### src/rtl/xonxoff_pkg.sv
package xonxoff_pkg;
  localparam int unsigned CHAR_W = 8;

  typedef enum logic [1:0] {
    SEL_NONE = 2'b00,
    SEL_B    = 2'b01,
    SEL_A    = 2'b10,
    SEL_PAIR = 2'b11
  } sel_e;

  typedef enum logic [1:0] {
    PEND_NONE = 2'b00,
    PEND_STOP = 2'b01,
    PEND_GO   = 2'b10
  } pend_e;

  typedef enum logic [1:0] {
    INS_IDLE   = 2'b00,
    INS_FIRST  = 2'b01,
    INS_SECOND = 2'b10
  } ins_state_e;
endpackage

### src/rtl/xonxoff_rx_match.sv
module xonxoff_rx_match
  import xonxoff_pkg::*;
#(
  parameter int unsigned W = CHAR_W
) (
  input  logic         clk,
  input  logic         rst_n,
  input  sel_e         rx_sel,
  input  logic         spcl_allow,
  input  logic [W-1:0] xon_a,
  input  logic [W-1:0] xon_b,
  input  logic [W-1:0] xoff_a,
  input  logic [W-1:0] xoff_b,
  input  logic         rx_valid,
  input  logic [W-1:0] rx_data,
  input  logic         spcl_clr,
  output logic         fifo_wr,
  output logic [W-1:0] fifo_wr_data,
  output logic         tx_pause,
  output logic         spcl_flag
);
  pend_e        pend_q, pend_n;
  logic         pause_q, pause_n;
  logic         spcl_q, spcl_n;
  logic         wr_q, wr_n;
  logic [W-1:0] data_q;
  logic         keep;
  logic [W-1:0] stop_c, go_c;

  assign stop_c = (rx_sel == SEL_B) ? xoff_b : xoff_a;
  assign go_c   = (rx_sel == SEL_B) ? xon_b  : xon_a;

  always_comb begin
    keep    = 1'b1;
    pend_n  = pend_q;
    pause_n = pause_q;
    spcl_n  = spcl_q & ~spcl_clr;
    if (rx_sel == SEL_NONE) begin
      pause_n = 1'b0;
      pend_n  = PEND_NONE;
    end
    if (rx_valid) begin
      unique case (rx_sel)
        SEL_A, SEL_B: begin
          if (rx_data == stop_c) begin
            keep    = 1'b0;
            pause_n = 1'b1;
          end else if (rx_data == go_c) begin
            keep    = 1'b0;
            pause_n = 1'b0;
          end
        end
        SEL_PAIR: begin
          pend_n = PEND_NONE;
          if (pend_q == PEND_STOP && rx_data == xoff_b) begin
            keep    = 1'b0;
            pause_n = 1'b1;
          end else if (pend_q == PEND_GO && rx_data == xon_b) begin
            keep    = 1'b0;
            pause_n = 1'b0;
          end else if (rx_data == xoff_a) begin
            keep   = 1'b0;
            pend_n = PEND_STOP;
          end else if (rx_data == xon_a) begin
            keep   = 1'b0;
            pend_n = PEND_GO;
          end
        end
        default: begin
          if (spcl_allow && rx_data == xoff_b) spcl_n = 1'b1;
        end
      endcase
    end
    wr_n = rx_valid & keep;
  end

  always_ff @(posedge clk or negedge rst_n) begin
    if (!rst_n) begin
      pend_q  <= PEND_NONE;
      pause_q <= 1'b0;
      spcl_q  <= 1'b0;
      wr_q    <= 1'b0;
    end else begin
      pend_q  <= pend_n;
      pause_q <= pause_n;
      spcl_q  <= spcl_n;
      wr_q    <= wr_n;
    end
  end

  always_ff @(posedge clk or negedge rst_n) begin
    if (!rst_n)        data_q <= '0;
    else if (rx_valid) data_q <= rx_data;
  end

  assign fifo_wr      = wr_q;
  assign fifo_wr_data = data_q;
  assign tx_pause     = pause_q;
  assign spcl_flag    = spcl_q;
endmodule

### src/rtl/xonxoff_tx_insert.sv
module xonxoff_tx_insert
  import xonxoff_pkg::*;
#(
  parameter int unsigned W = CHAR_W
) (
  input  logic         clk,
  input  logic         rst_n,
  input  sel_e         tx_sel,
  input  logic [W-1:0] xon_a,
  input  logic [W-1:0] xon_b,
  input  logic [W-1:0] xoff_a,
  input  logic [W-1:0] xoff_b,
  input  logic         at_trig,
  input  logic         below_low,
  input  logic         ins_ack,
  output logic         ins_req,
  output logic [W-1:0] ins_char
);
  ins_state_e st_q, st_n;
  logic       stop_kind_q, stop_kind_n;
  logic       stop_out_q, stop_out_n;
  logic [W-1:0] code_a, code_b;

  assign code_a = stop_kind_q ? xoff_a : xon_a;
  assign code_b = stop_kind_q ? xoff_b : xon_b;

  always_comb begin
    st_n        = st_q;
    stop_kind_n = stop_kind_q;
    stop_out_n  = stop_out_q;
    unique case (st_q)
      INS_IDLE: begin
        if (tx_sel == SEL_NONE) begin
          stop_out_n = 1'b0;
        end else if (at_trig && !stop_out_q) begin
          stop_kind_n = 1'b1;
          st_n        = INS_FIRST;
        end else if (below_low && stop_out_q) begin
          stop_kind_n = 1'b0;
          st_n        = INS_FIRST;
        end
      end
      INS_FIRST: begin
        if (ins_ack) begin
          if (tx_sel == SEL_PAIR) begin
            st_n = INS_SECOND;
          end else begin
            st_n       = INS_IDLE;
            stop_out_n = stop_kind_q;
          end
        end
      end
      default: begin
        if (ins_ack) begin
          st_n       = INS_IDLE;
          stop_out_n = stop_kind_q;
        end
      end
    endcase
  end

  always_ff @(posedge clk or negedge rst_n) begin
    if (!rst_n) begin
      st_q        <= INS_IDLE;
      stop_kind_q <= 1'b0;
      stop_out_q  <= 1'b0;
    end else begin
      st_q        <= st_n;
      stop_kind_q <= stop_kind_n;
      stop_out_q  <= stop_out_n;
    end
  end

  assign ins_req  = (st_q != INS_IDLE);
  assign ins_char = (st_q == INS_SECOND || (st_q == INS_FIRST && tx_sel == SEL_B))
                    ? code_b : code_a;
endmodule

### src/rtl/xonxoff_flow_ctrl.sv
module xonxoff_flow_ctrl
  import xonxoff_pkg::*;
#(
  parameter int unsigned W = CHAR_W
) (
  input  logic         clk,
  input  logic         rst_n,
  input  logic [3:0]   cfg_mode,
  input  logic         cfg_spcl_en,
  input  logic [W-1:0] cfg_xon_a,
  input  logic [W-1:0] cfg_xon_b,
  input  logic [W-1:0] cfg_xoff_a,
  input  logic [W-1:0] cfg_xoff_b,
  input  logic         rx_valid,
  input  logic [W-1:0] rx_data,
  input  logic         spcl_clr,
  input  logic         fifo_at_trig,
  input  logic         fifo_below_low,
  input  logic         ins_ack,
  output logic         fifo_wr,
  output logic [W-1:0] fifo_wr_data,
  output logic         tx_pause,
  output logic         spcl_flag,
  output logic         ins_req,
  output logic [W-1:0] ins_char
);
  sel_e tx_sel, rx_sel;
  logic spcl_allow;

  assign tx_sel     = sel_e'(cfg_mode[3:2]);
  assign rx_sel     = sel_e'(cfg_mode[1:0]);
  assign spcl_allow = cfg_spcl_en & (cfg_mode == 4'b0000);

  xonxoff_rx_match #(.W(W)) rx_i (
    .clk(clk), .rst_n(rst_n), .rx_sel(rx_sel), .spcl_allow(spcl_allow),
    .xon_a(cfg_xon_a), .xon_b(cfg_xon_b), .xoff_a(cfg_xoff_a), .xoff_b(cfg_xoff_b),
    .rx_valid(rx_valid), .rx_data(rx_data), .spcl_clr(spcl_clr),
    .fifo_wr(fifo_wr), .fifo_wr_data(fifo_wr_data),
    .tx_pause(tx_pause), .spcl_flag(spcl_flag)
  );

  xonxoff_tx_insert #(.W(W)) tx_i (
    .clk(clk), .rst_n(rst_n), .tx_sel(tx_sel),
    .xon_a(cfg_xon_a), .xon_b(cfg_xon_b), .xoff_a(cfg_xoff_a), .xoff_b(cfg_xoff_b),
    .at_trig(fifo_at_trig), .below_low(fifo_below_low), .ins_ack(ins_ack),
    .ins_req(ins_req), .ins_char(ins_char)
  );
endmodule

### config.mk
export PLATFORM = sky130hd
export DESIGN_NAME = xonxoff_flow_ctrl
export DESIGN_NICKNAME = d
export VERILOG_FILES = /design/src/rtl/xonxoff_pkg.sv /design/src/rtl/xonxoff_rx_match.sv /design/src/rtl/xonxoff_tx_insert.sv /design/src/rtl/xonxoff_flow_ctrl.sv
export SDC_FILE = /design/constraint.sdc
export NUM_CORES = 1
export LEC_CHECK = 0
export ABC_CLOCK_PERIOD_IN_PS = 2000
export BUFFER_PORTS_ARGS = -buffer_cell sky130_fd_sc_hd__buf_4
export CORE_AREA = 2 2 61 63
export DETAILED_ROUTE_END_ITERATION = 16
export DIE_AREA = 0 0 63 65
export PLACE_DENSITY = 0.95
export SYNTH_ARGS = -nofsm -noshare
export SYNTH_HDL_FRONTEND = slang
export SYNTH_HIERARCHICAL = 1
export SYNTH_SLANG_ARGS = --single-unit
### constraint.sdc
create_clock -name clk -period 2 [get_ports clk]
set_clock_uncertainty 0.05 [all_clocks]
set_input_delay 0.1 -clock clk [delete_from_list [all_inputs] [get_ports clk]]
set_output_delay 0.1 -clock clk [all_outputs]
set_load 0.1 [all_outputs]
==> results_dict.tcl <==
set metrics [dict create \
    worstSkewPairLatency_ns 0.30 \
    synth.cell_area_um2 1710 \
    cts.path.max_buffers 2 \
    maxSlewHeadroom_pct 68.6 \
    yosys_warnings 6 \
    min_from "rx_data[1]" \
    drive_above_1_share_pct 40.9 \
    p_per_area_nw_per_um2 919 \
    grtUsageTotal_pct 22.6 \
    top_usage_layer "met2" \
    dr_total_vias 1575 \
    max_cap_viol_count 0 \
    synth_common_cells "20 x xnor2_1, 17 x dfrtp_1, 17 x xor2_1" \
    synth_seq_cells 17 \
    cp_max_fo 8 \
    grt_pass1_vias 1565 \
    ys_async_sr_fraction_pct 100 \
    netlist_instances 164 \
    arrival_ns 1.80 \
    cts-root-buf "clkbuf_4" \
    p_leak_uw 0.00107 \
    die_w_um 63 \
    yosysUniqueCellTypes 44 \
    port_buffers 71 \
    dp_hpwl_mm 3.73 \
    drc 0 \
    multi_input_area_um2 1170 \
    gr-usage-met1_pct 26.7 \
    met2_usage_pct 38.4 \
    cts.sinks 17 \
    detail_route.wl_per_cell_um 16.4 \
    tightest_slew_ns 0.466 \
    gp_congestion 0.881 \
    slew_violations 0 \
    antenna_found_initial 0 \
    synth_ff_type "dfrtp_1" \
    hold_class "in -> reg" \
    max_freq_mhz 513 \
    coreArea_um2 3500 \
    pin_count 72 \
    avgSynthCellArea_um2 10.4 \
    syn_nets 221 \
    cp.required_ns 1.85 \
    endpoint_kind "output port" \
    grt_use_met3_pct 4.51 \
    synth_area_leaders "dfrtp_1 25%, mux4_1 12%, xnor2_1 10%, xor2_1 8.7%, mux2_2 7.3%" \
    setup_violations 0 \
    holdWs_ns 0.0566 \
    ant_nets 0 \
    period_minus_slack_ns 1.95 \
    dr.pass1.iters 4 \
    cts.clk_slew.worst_paths_ns 0.10 \
    area_growth_pct 36.3 \
    numCtsBuffers 3 \
    nNetsFinal 293 \
    totalWireLength_mm 4.65 \
    yosysMostFrequentCell "xnor2_1" \
    viasPerCell 5.57 \
    ys_seq_area_share_pct 24.9 \
    finalCritPeriodShare_pct 97.4 \
    status "finished, final reports clean" \
    setup.worst_path.class "reg -> out" \
    grt_pass1_wl_mm 7.09 \
    dieArea_um2 4100 \
    timing.rr.start "rx_i/pend_q[0]" \
    first_iter_violations 86 \
    hold_viol_final 0 \
    hold-path-cell-count 2 \
    synth.top_cell.area_share_pct 24.9 \
    fillerInstances 275 \
    yosysTopAreaCell "dfrtp_1" \
    startpoint_type "flop" \
    grt_overflow_total 0 \
    crit_path_start "tx_i/st_q[0]" \
    htreeDepth 1 \
    synth_edf_count 0 \
    fin_util_pct 66.6 \
    post-cts-setup-buffers 0 \
    irDropWorstVdd_v 0.000465 \
    antenna_cells 0 \
    grt_max_degree 18 \
    start_util_pct 48.9 \
    regArea_um2 428 \
    tritoncts "built" \
    rows 22 \
    r2r_cells 4 \
    rsz0062_at_grt "no" \
    dieHeight_um 65 \
]
==> cell type report <==
class                   count  area share, %
multi-input cells         124           50.2
repair buffers             79           26.0
flip-flops and latches     17           18.4
well taps                  48           2.58
inverters                  11           1.77
clock buffers               4           1.13
==> worst paths after layout <==
check / endpoint / slack, ns
setup / recovery: ins_char[5] / 0.05
hold / removal: rx_i/fifo_wr_data[1] / 0.06
setup reg to reg: rx_i/tx_pause / 0.50
hold reg to reg: rx_i/fifo_wr_data[3] / 0.47
max in group asynchronous: tx_i/stop_kind_q / 1.55
min in group asynchronous: rx_i/fifo_wr_data[0] / 0.14
==> state kept, by name, summed over array words and instances, names as in the netlist <==
| name | count |
|---|---|
| rx_i/fifo_wr_data | 8 |
| rx_i/pend_q | 2 |
| tx_i/st_q | 2 |
| rx_i/fifo_wr | 1 |
| rx_i/spcl_flag | 1 |
| rx_i/tx_pause | 1 |
| tx_i/stop_kind_q | 1 |
| tx_i/stop_out_q | 1 |
==> report_power, final <==
part / internal (uW) / switching, uW / total, uW / leakage [uW]
Combinational: 454 / 1010 / 1470 / 0.000850
Sequential: 398 / 84.3 / 482 / 0.000207
Clock: 77.7 / 111 / 188 / 0.0000150
Total: 930 / 1210 / 2140 / 0.00107
==> worst max-delay path: stages (launching register included) <==
cell,delay [ns]
dfrtp_1,0.44
and4bb_1,0.24
a21oi_2,0.10
buf_4,0.18
mux4_1,0.29
buf_4,0.25
==> placed cells by master (no fill, tap or decap), types with 2 or more instances in the layout <==
| cell type | instances |
|---|---|
| dlygate4sd3_1 | 3 |
| o21ai_0 | 3 |
| o22ai_1 | 3 |
| nor4_1 | 4 |
| dfrtp_2 | 2 |
| nor2_1 | 2 |
| nor3_1 | 2 |
| nand3_1 | 2 |
| buf_4 | 75 |
| nand3b_1 | 2 |
| mux2i_1 | 10 |
| inv_1 | 11 |
| a21oi_1 | 2 |
| ha_1 | 5 |
| clkbuf_4 | 3 |
| dfrtp_1 | 15 |
| nand2_1 | 6 |
| nand2b_1 | 4 |
| xor2_1 | 17 |
| xnor2_1 | 20 |
| nand4_1 | 3 |
| mux2_2 | 11 |
| mux4_1 | 8 |
==> cell families after synthesis <==
logic type	Yosys count	share of synthesized area [%]
XOR/XNOR	37	19.0
flip-flops	17	24.9
AND/OR/NAND/NOR	34	12.5
AO/OA/AOI/OAI	19	7.84
buffers and inverters	23	6.67
adder cells (fa/ha/maj)	5	3.66
multiplexers	29	25.4
==> stage by stage <==
| step | setup TNS (ns) | power, uW | instances | setup slack [ns] | area, um2 |
|---|---|---|---|---|---|
| 5_1_grt | 0 | 2220 | 283 | 0.00244 | 2330 |
| 2_1_floorplan | 0 | 1600 | 164 | 0.102 | 1710 |
| 6_report | 0 | 2140 | 283 | 0.0519 | 2330 |
| 3_5_place_dp | -0.289 | 1940 | 276 | -0.235 | 2270 |
| 3_3_place_gp | -0.0510 | 1910 | 276 | -0.0510 | 2270 |
| 4_1_cts | 0 | 2140 | 283 | 0.0162 | 2320 |
==> timing repair <==
| action | in CTS | in global routing |
|---|---|---|
| hold buffers | 3 | 0 |
| resized for setup | 0 | 3 |
| hold endpoints to repair | 19 | 0 |
| setup endpoints to repair | 0 | 8 |
==> metal layers <==
metal / vias up / part of all wire, %
met5: - / 0
met4: 0 / 3.3
li1: 737 / -
met2: 73 / 49
met3: 13 / 7.7
met1: 752 / 40
Note: power is estimated with default switching activity, not from simulation.
